**src/rtl/iir1_pkg.sv**
```systemverilog
package iir1_pkg;

  // Whether past input/output terms take part in the current sum.
  typedef enum logic [0:0] {
    HIST_EMPTY = 1'b0,
    HIST_READY = 1'b1
  } hist_state_t;

  // Number of product taps in a first-order section.
  localparam int TAP_COUNT = 3;

endpackage

```
**src/rtl/iir1_tap.sv**
```systemverilog
module iir1_tap #(
  parameter int DATA_W = 16,
  parameter int COEF_W = 16,
  parameter int COEF   = 0
) (
  input  logic signed [DATA_W-1:0]        op_i,
  input  logic                            use_i,
  output logic signed [DATA_W+COEF_W:0]   prod_o
);
  localparam int PROD_W = DATA_W + COEF_W + 1;
  localparam int K_W    = COEF_W + 1;
  localparam logic signed [K_W-1:0] K = K_W'(COEF);

  logic signed [PROD_W-1:0] op_ext;
  logic signed [PROD_W-1:0] k_ext;

  assign op_ext = PROD_W'(op_i);
  assign k_ext  = PROD_W'(K);

  always_comb begin
    if (use_i) prod_o = op_ext * k_ext;
    else       prod_o = '0;
  end
endmodule

```
**src/rtl/iir1_round_sat.sv**
```systemverilog
module iir1_round_sat #(
  parameter int DATA_W = 16,
  parameter int PROD_W = 33,
  parameter int FRAC_W = 14,
  parameter int N_IN   = 3
) (
  input  logic signed [PROD_W-1:0] prod_i [N_IN],
  output logic signed [DATA_W-1:0] y_o
);
  localparam int ACC_W = PROD_W + $clog2(N_IN) + 1;
  localparam logic signed [ACC_W-1:0] HALF = ACC_W'(1) <<< (FRAC_W - 1);
  localparam logic signed [ACC_W-1:0] MAXV = ACC_W'((1 << (DATA_W - 1)) - 1);
  localparam logic signed [ACC_W-1:0] MINV = ACC_W'(-(1 << (DATA_W - 1)));

  logic signed [ACC_W-1:0] acc;
  logic signed [ACC_W-1:0] rnd;
  logic signed [ACC_W-1:0] shf;

  always_comb begin
    acc = '0;
    for (int i = 0; i < N_IN; i++) acc = acc + ACC_W'(prod_i[i]);
  end

  assign rnd = acc + HALF;
  assign shf = rnd >>> FRAC_W;

  always_comb begin
    if (shf > MAXV)      y_o = MAXV[DATA_W-1:0];
    else if (shf < MINV) y_o = MINV[DATA_W-1:0];
    else                 y_o = shf[DATA_W-1:0];
  end
endmodule

```
**src/rtl/iir1_state.sv**
```systemverilog
module iir1_state
  import iir1_pkg::*;
#(
  parameter int DATA_W = 16
) (
  input  logic                     clk,
  input  logic                     rst,
  input  logic                     adv_i,
  input  logic signed [DATA_W-1:0] x_i,
  input  logic signed [DATA_W-1:0] y_new_i,
  output logic signed [DATA_W-1:0] x_prev_o,
  output logic signed [DATA_W-1:0] y_prev_o,
  output hist_state_t              hist_o
);
  always_ff @(posedge clk) begin
    if (rst) begin
      x_prev_o <= '0;
      y_prev_o <= '0;
      hist_o   <= HIST_EMPTY;
    end else if (adv_i) begin
      x_prev_o <= x_i;
      y_prev_o <= y_new_i;
      hist_o   <= HIST_READY;
    end
  end

  // nothing stored moves on a disabled cycle
  p_state_frozen_r4: assert property (@(posedge clk) disable iff (rst)
    !adv_i |=> ($stable(x_prev_o) && $stable(y_prev_o) && $stable(hist_o)));

  // history, once present, persists until reset
  p_hist_sticky_r5: assert property (@(posedge clk) disable iff (rst)
    (hist_o == HIST_READY) |=> (hist_o == HIST_READY));
endmodule

```
**src/rtl/iir1_hold_filter.sv**
```systemverilog
module iir1_hold_filter
  import iir1_pkg::*;
#(
  parameter int DATA_W = 16,
  parameter int COEF_W = 16,
  parameter int FRAC_W = 14,
  parameter int A0     = 12288,
  parameter int A1     = 8192,
  parameter int B1     = -4096
) (
  input  logic                     clk,
  input  logic                     rst,
  input  logic                     smp_en,
  input  logic signed [DATA_W-1:0] x_in,
  output logic signed [DATA_W-1:0] y_out,
  output logic                     y_vld
);
  localparam int PROD_W = DATA_W + COEF_W + 1;

  logic signed [DATA_W-1:0] x_prev;
  logic signed [DATA_W-1:0] y_prev;
  logic signed [DATA_W-1:0] y_next;
  hist_state_t              hist;
  logic                     use_past;

  logic signed [DATA_W-1:0] tap_op  [TAP_COUNT];
  logic                     tap_use [TAP_COUNT];
  logic signed [PROD_W-1:0] tap_prod[TAP_COUNT];

  assign use_past   = (hist == HIST_READY);
  assign tap_op[0]  = x_in;
  assign tap_use[0] = 1'b1;
  assign tap_op[1]  = x_prev;
  assign tap_use[1] = use_past;
  assign tap_op[2]  = y_prev;
  assign tap_use[2] = use_past;

  for (genvar g = 0; g < TAP_COUNT; g++) begin : g_tap
    localparam int KC = (g == 0) ? A0 : ((g == 1) ? A1 : -B1);
    iir1_tap #(
      .DATA_W(DATA_W),
      .COEF_W(COEF_W),
      .COEF  (KC)
    ) u_tap (
      .op_i  (tap_op[g]),
      .use_i (tap_use[g]),
      .prod_o(tap_prod[g])
    );
  end

  iir1_round_sat #(
    .DATA_W(DATA_W),
    .PROD_W(PROD_W),
    .FRAC_W(FRAC_W),
    .N_IN  (TAP_COUNT)
  ) u_rs (
    .prod_i(tap_prod),
    .y_o   (y_next)
  );

  iir1_state #(
    .DATA_W(DATA_W)
  ) u_state (
    .clk     (clk),
    .rst     (rst),
    .adv_i   (smp_en),
    .x_i     (x_in),
    .y_new_i (y_next),
    .x_prev_o(x_prev),
    .y_prev_o(y_prev),
    .hist_o  (hist)
  );

  assign y_out = y_prev;
  assign y_vld = use_past;

  // no computed value yet means a zero output
  p_idle_zero_r1: assert property (@(posedge clk) disable iff (rst)
    !y_vld |-> (y_out == '0));

  // an enabled cycle while not yet valid makes the output valid
  p_first_valid_r5: assert property (@(posedge clk) disable iff (rst)
    (smp_en && !y_vld) |=> y_vld);

  // output holds across a disabled cycle
  p_hold_r4: assert property (@(posedge clk) disable iff (rst)
    !smp_en |=> $stable(y_out));
endmodule

```
**config.mk**
```make
export PLATFORM = sky130hd
export DESIGN_NAME = iir1_hold_filter
export DESIGN_NICKNAME = d
export VERILOG_FILES = /design/src/rtl/iir1_pkg.sv /design/src/rtl/iir1_tap.sv /design/src/rtl/iir1_round_sat.sv /design/src/rtl/iir1_state.sv /design/src/rtl/iir1_hold_filter.sv
export SDC_FILE = /design/constraint.sdc
export NUM_CORES = 1
export LEC_CHECK = 0
export BUFFER_PORTS_ARGS = -buffer_cell sky130_fd_sc_hd__buf_2
export CAP_MARGIN = 5
export CORE_MARGIN = 2
export CORE_UTILIZATION = 40
export CTS_BUF_LIST = sky130_fd_sc_hd__clkbuf_2
export DETAILED_ROUTE_END_ITERATION = 16
export SLEW_MARGIN = 10
export SYNTH_ARGS = -nofsm -noshare
export SYNTH_HDL_FRONTEND = slang
export SYNTH_SLANG_ARGS = --single-unit
```
**constraint.sdc**
```tcl
create_clock -name clk -period 21.6 [get_ports clk]
set_clock_uncertainty 0.15 [all_clocks]
set_input_delay 4.32 -clock clk [delete_from_list [all_inputs] [get_ports clk]]
set_output_delay 4.32 -clock clk [all_outputs]
set_load 0.01 [all_outputs]
```
# After elaboration in Yosys (flattened, before gate mapping)
# Cells that the tools add are included.
# Widths: inputs -> output; s select.
dict set report totals {
  word_cells 13
  out_inout_bits 17
  ff_bits 33
  input_bits 19
}
dict set report op_classes {
  n_mux 4
  add_sub_neg 3
  order_cmp 2
  mul 1
}
# cell count
set op_table {}
lappend op_table {{$mux 33} 2}
lappend op_table {{$add 36x15->36 const B} 1}
lappend op_table {{$add 34x33->35} 1}
lappend op_table {{$add 31x33->34} 1}
lappend op_table {{$mux 16} 2}
lappend op_table {{$gt 22x16->1 const B} 1}
lappend op_table {{$lt 22x16->1 const B} 1}
lappend op_table {{$mul 16x3->19 const B} 1}

# Logic depth before layout (Yosys ltp)
dict set report depth {
  depth_word 7
  mapped_depth 28
  mapped_depth_nobuf 26
}

# Cells and area by module
# From an unflattened synthesis, not the netlist that was laid out.
dict set report unflattened {
  hier_cells 824
  hier_area_um2 6518.8
}
# mod seq_area_each_um2 cells_each instances area_per_inst_um2
set modules_own_cells {}
lappend modules_own_cells {iir1_round_sat 0.0 485 1 3574.7}
lappend modules_own_cells {{iir1_tap (g_tap[0].u_tap)} 0.0 161 1 1227.4}
lappend modules_own_cells {iir1_state 660.6 107 1 1197.4}
lappend modules_own_cells {{iir1_tap (g_tap[1].u_tap ...)} 0.0 35 2 257.7}
lappend modules_own_cells {iir1_hold_filter 0.0 1 1 3.8}

# Worst setup path after synthesis
# OpenSTA, ideal clock, no wires.
dict set report synth_path {
  path_type {input-to-reg}
  startpoint {input port x_in[1]}
  endpoint {register u_state.y_prev_o[7]}
  t_required_ns 21.369
  cell_stages 28
  n_path_buf 2
  slack_ns 11.648
  arrival_ns 9.721
  cell_sequence {ha_1 ha_1 inv_1 fa_1 nor2b_1 o21ai_0 a21boi_0 o21ai_0 a21boi_0 o21ai_0 a21oi_1 o21ai_0 nand2b_1 a211oi_1 fa_1 ha_1 clkbuf_1 a21o_1 o21a_1 a311o_1 a21oi_4 xor2_2 or3b_1 nor3_2 o311a_4 buf_12 o21ai_1 a211oi_2}
}
dict set report synth_via {
  elab_chain_len 7
  elab_cells_between_ends 8
  classes_between {add/sub (3); mul (1); order compare (2); mux (2)}
}
# item line
set synth_lines {}
lappend synth_lines {{start: declaration} iir1_hold_filter.sv:14} ;# input logic signed [DATA_W-1:0] x_in,
lappend synth_lines {{$mul 16x3->19 *} iir1_tap.sv:21} ;# if (use_i) prod_o = op_ext * k_ext;
lappend synth_lines {{$add 31x33->34 *} iir1_round_sat.sv:21} ;# for (int i = 0; i < N_IN; i++) acc = acc + ACC_W'(prod_i[i]);
lappend synth_lines {{$add 34x33->35 *} iir1_round_sat.sv:21}
lappend synth_lines {{$add 36x15->36 *} iir1_round_sat.sv:24} ;# assign rnd = acc + HALF;
lappend synth_lines {{$lt 22x16->1} iir1_round_sat.sv:29} ;# else if (shf < MINV) y_o = MINV[DATA_W-1:0];
lappend synth_lines {{$mux 16} iir1_round_sat.sv:29}
lappend synth_lines {{$mux 16 *} iir1_round_sat.sv:28} ;# if (shf > MAXV) y_o = MAXV[DATA_W-1:0];
lappend synth_lines {{end signal: assignment} iir1_state.sv:22} ;# y_prev_o <= y_new_i;
lappend synth_lines {{end: declaration} iir1_state.sv:12} ;# output logic signed [DATA_W-1:0] y_prev_o,
# Every way passes the cells marked *; elsewhere a longest branch is shown, timed or not.
# A chain may end at the register's enable or synchronous reset.

# Worst setup path in the final report
dict set report layout_path {
  startpoint {input port x_in[1]}
  endpoint {register u_state.y_prev_o[5]}
}
# Same word-level chain as after synthesis.

==> results.ini <==
[outcome]
status=completed

[min_path]
min_path_type=flip-flop to flip-flop

[synth]
syn_area_um2=4310
syn_nets=599
synth_seq_cells=33
ys_seq_area_share_pct=15.3
yosys_warnings=0
synthArstFlopShare_pct=0
avgSynthCellArea_um2=8.43
synth.area.top_cells=dfxtp_1, ha_1, fa_1, xnor2_1, nor2_1
ys_dominant_reg_cell=dfxtp_1
yosysTopAreaCell=dfxtp_1
syn_inst=511
yosys.area.top_type_share_pct=15.3
ys_types=68
synth_enable_flop_cells=0

[drt]
drt_drc_violations_left=0
wl_um=9700
highest-signal-layer=met4
met3WireLength_um=306
wl_met1_um=4720
drt-wirelength-per-cell_um=14.5
drtIter0Drc=169
antenna_left=0
vias_per_cell=5.42
routed-wl-met2_um=4560
drt_first_pass_iters=4
vias=3636

[cts]
cts_resized=0
cts_tree=yes
cts.sinks=33
clk_pin_slew_worst_paths_ns=0.18
ctsRootBufferMaster=clkbuf_2
htreeDepth=2
hold_buffers=0
cts_setup_buffers=0
clockBufferDepth=2
numCtsBuffers=5
clk_latency_ns=0.42

[setup_path]
startpoint=x_in[1]
r2r_slack_ns=16.23
worstPathMaxFanout=15
critPathKind=primary input to flip-flop
worst-r2r-cell-count=14
cp.required_ns=21.71
end_kind=flip-flop
endpoint=u_state.y_prev_o[5]$_SDFFE_PP0P_
r2r-start=u_state.hist_o$_SDFFE_PP0P_
r2r_end=u_state.y_prev_o[5]$_SDFFE_PP0P_
startpoint_type=primary input
cp_data_arrival_time_ns=10.76

[die]
die-area_um2=11600
core_area_um2=10400
die_y_um=108
initial_utilization_pct=41.5
ioPinCount=36
die_x_um=108
num_rows=37

[sta]
max_freq_mhz=94.0
fin_crit_sh_pct=49.3
layout_setup_ws_ns=10.96
worst_pin_slew_ns=0.982
holdWs_ns=0.364
rsz0062_at_grt=false
post-route-min-period_ns=10.64
fin_setup_tns_ns=0
setup_viol=0
hold_viol_final=0
relSlewSlack_pct=34.5
drv_slew=0

[global_routing]
grt_pass1_vias=3656
grt_pass1_wl_um=16800
grt_max_degree=35
grt_overflow_total=0
antenna_found_initial=0
grt_use_total_pct=17.8

[layout]
nets=623
syn2layout_area_growth_pct=6.65
drive_gt1_share_pct=15.7
layout_commonest_cell=nor2_1
final_cell_mix=nor2_1, ha_1, nand2_1, inv_1, buf_2
utilization_pct=44.3
diodes=0
final_cells=671

[place]
dp_worst_setup_slack_ns=10.51
dp_cells=664
place_hpwl_um=7710
port_buffers=35
gp_congestion=0.895

[power_and_ir_drop]
ir_drop_mv=0.0316
p_leak_nw=2.15
pwr_density_cell_nw_per_um2=76.2

[job]
maxCapViolCount=0

==> worst max-delay path, cell delays in order <==
cell	delay [ns]
buf_2	0.12
ha_1	0.28
ha_1	0.16
inv_1	0.05
fa_1	0.39
nor2b_1	0.12
o21ai_0	0.10
a21boi_0	0.26
o21ai_0	0.14
a21boi_0	0.17
o21ai_0	0.13
a21oi_1	0.25
o21ai_0	0.20
nand2b_1	0.18
a211oi_1	0.34
fa_1	0.48
ha_1	0.41
a21o_1	0.22
o21a_1	0.19
a311o_1	0.37
a21oi_4	0.15
xor2_2	0.13
nor3b_1	0.25
nand3_2	0.15
mux2i_1	0.19
o31ai_4	0.84
a211oi_1	0.16
==> kinds of logic after synthesis <==
family	Yosys count	share of synthesized area, %
xor gates and xnor gates	42	9.07
DFF	33	15.3
buffers and inverters	59	5.81
adders and majority gates	69	23.5
muxes	18	4.18
AOI/OAI and AO/OA	130	23.7
and+or+nand+nor	160	18.3
==> worst min path at each step <==
stage	from	end	slack, ns	cells past startpoint
finish	u_state.x_prev_o[5]$_SDFFE_PP0P_	u_state.x_prev_o[5]$_SDFFE_PP0P_	0.36	2
global route	u_state.x_prev_o[10]$_SDFFE_PP0P_	u_state.x_prev_o[10]$_SDFFE_PP0P_	0.40	2
CTS	u_state.x_prev_o[14]$_SDFFE_PP0P_	u_state.x_prev_o[14]$_SDFFE_PP0P_	0.37	2
detailed placement	u_state.x_prev_o[14]$_SDFFE_PP0P_	u_state.x_prev_o[14]$_SDFFE_PP0P_	0.33	2
global placement	u_state.x_prev_o[12]$_SDFFE_PP0P_	u_state.x_prev_o[12]$_SDFFE_PP0P_	0.32	2
floorplan	u_state.x_prev_o[12]$_SDFFE_PP0P_	u_state.x_prev_o[12]$_SDFFE_PP0P_	0.30	2
==> flip-flops by register name, indices dropped and copies added, names as in the netlist <==
| name | cells |
|---|---|
| u_state.hist_o | 1 |
| u_state.x_prev_o | 16 |
| u_state.y_prev_o | 16 |
==> routing by layer <==
layer | track usage, % | vias up
li1 | - | 1831
met5 | 0 | -
met4 | 4.12 | 0
met2 | 30.0 | 67
met1 | 24.0 | 1725
met3 | 2.66 | 13
==> stage by stage <==
stage / instance area (um^2) / total power [mW]
4_1_cts: 4590 / 0.351
5_1_grt: 4590 / 0.382
6_report: 4590 / 0.350
3_3_place_gp: 4560 / 0.314
3_5_place_dp: 4560 / 0.317
2_1_floorplan: 4310 / 0.271
==> power by group <==
part           total [mW]  internal (mW)  leakage (nW)  switching [mW]
clock network      0.0319        0.00753        0.0265          0.0244
registers          0.0745         0.0683         0.274         0.00623
logic               0.243         0.0961          1.84           0.147
==> synth_stat cells, drive strengths merged (15+ instances only) <==
| master | number |
|---|---|
| nor2 | 54 |
| nand2 | 42 |
| inv | 40 |
| a211oi | 20 |
| o21ai | 33 |
| a21oi | 26 |
| mux2i | 18 |
| ha | 49 |
| dfxtp | 33 |
| clkbuf | 15 |
| xnor2 | 28 |
| fa | 20 |
==> cell type report <==
cell class / count / area (um^2)
Fill cell: 1062 / 5780
Timing Repair Buffer: 36 / 183
Multi-Input combinational cell: 419 / 3390
Clock inverter: 1 / 3.75
Tap cell: 136 / 170
Inverter: 40 / 150
Sequential cell: 33 / 661
Clock buffer: 6 / 30.0
Power figures use the tool's default switching activity.
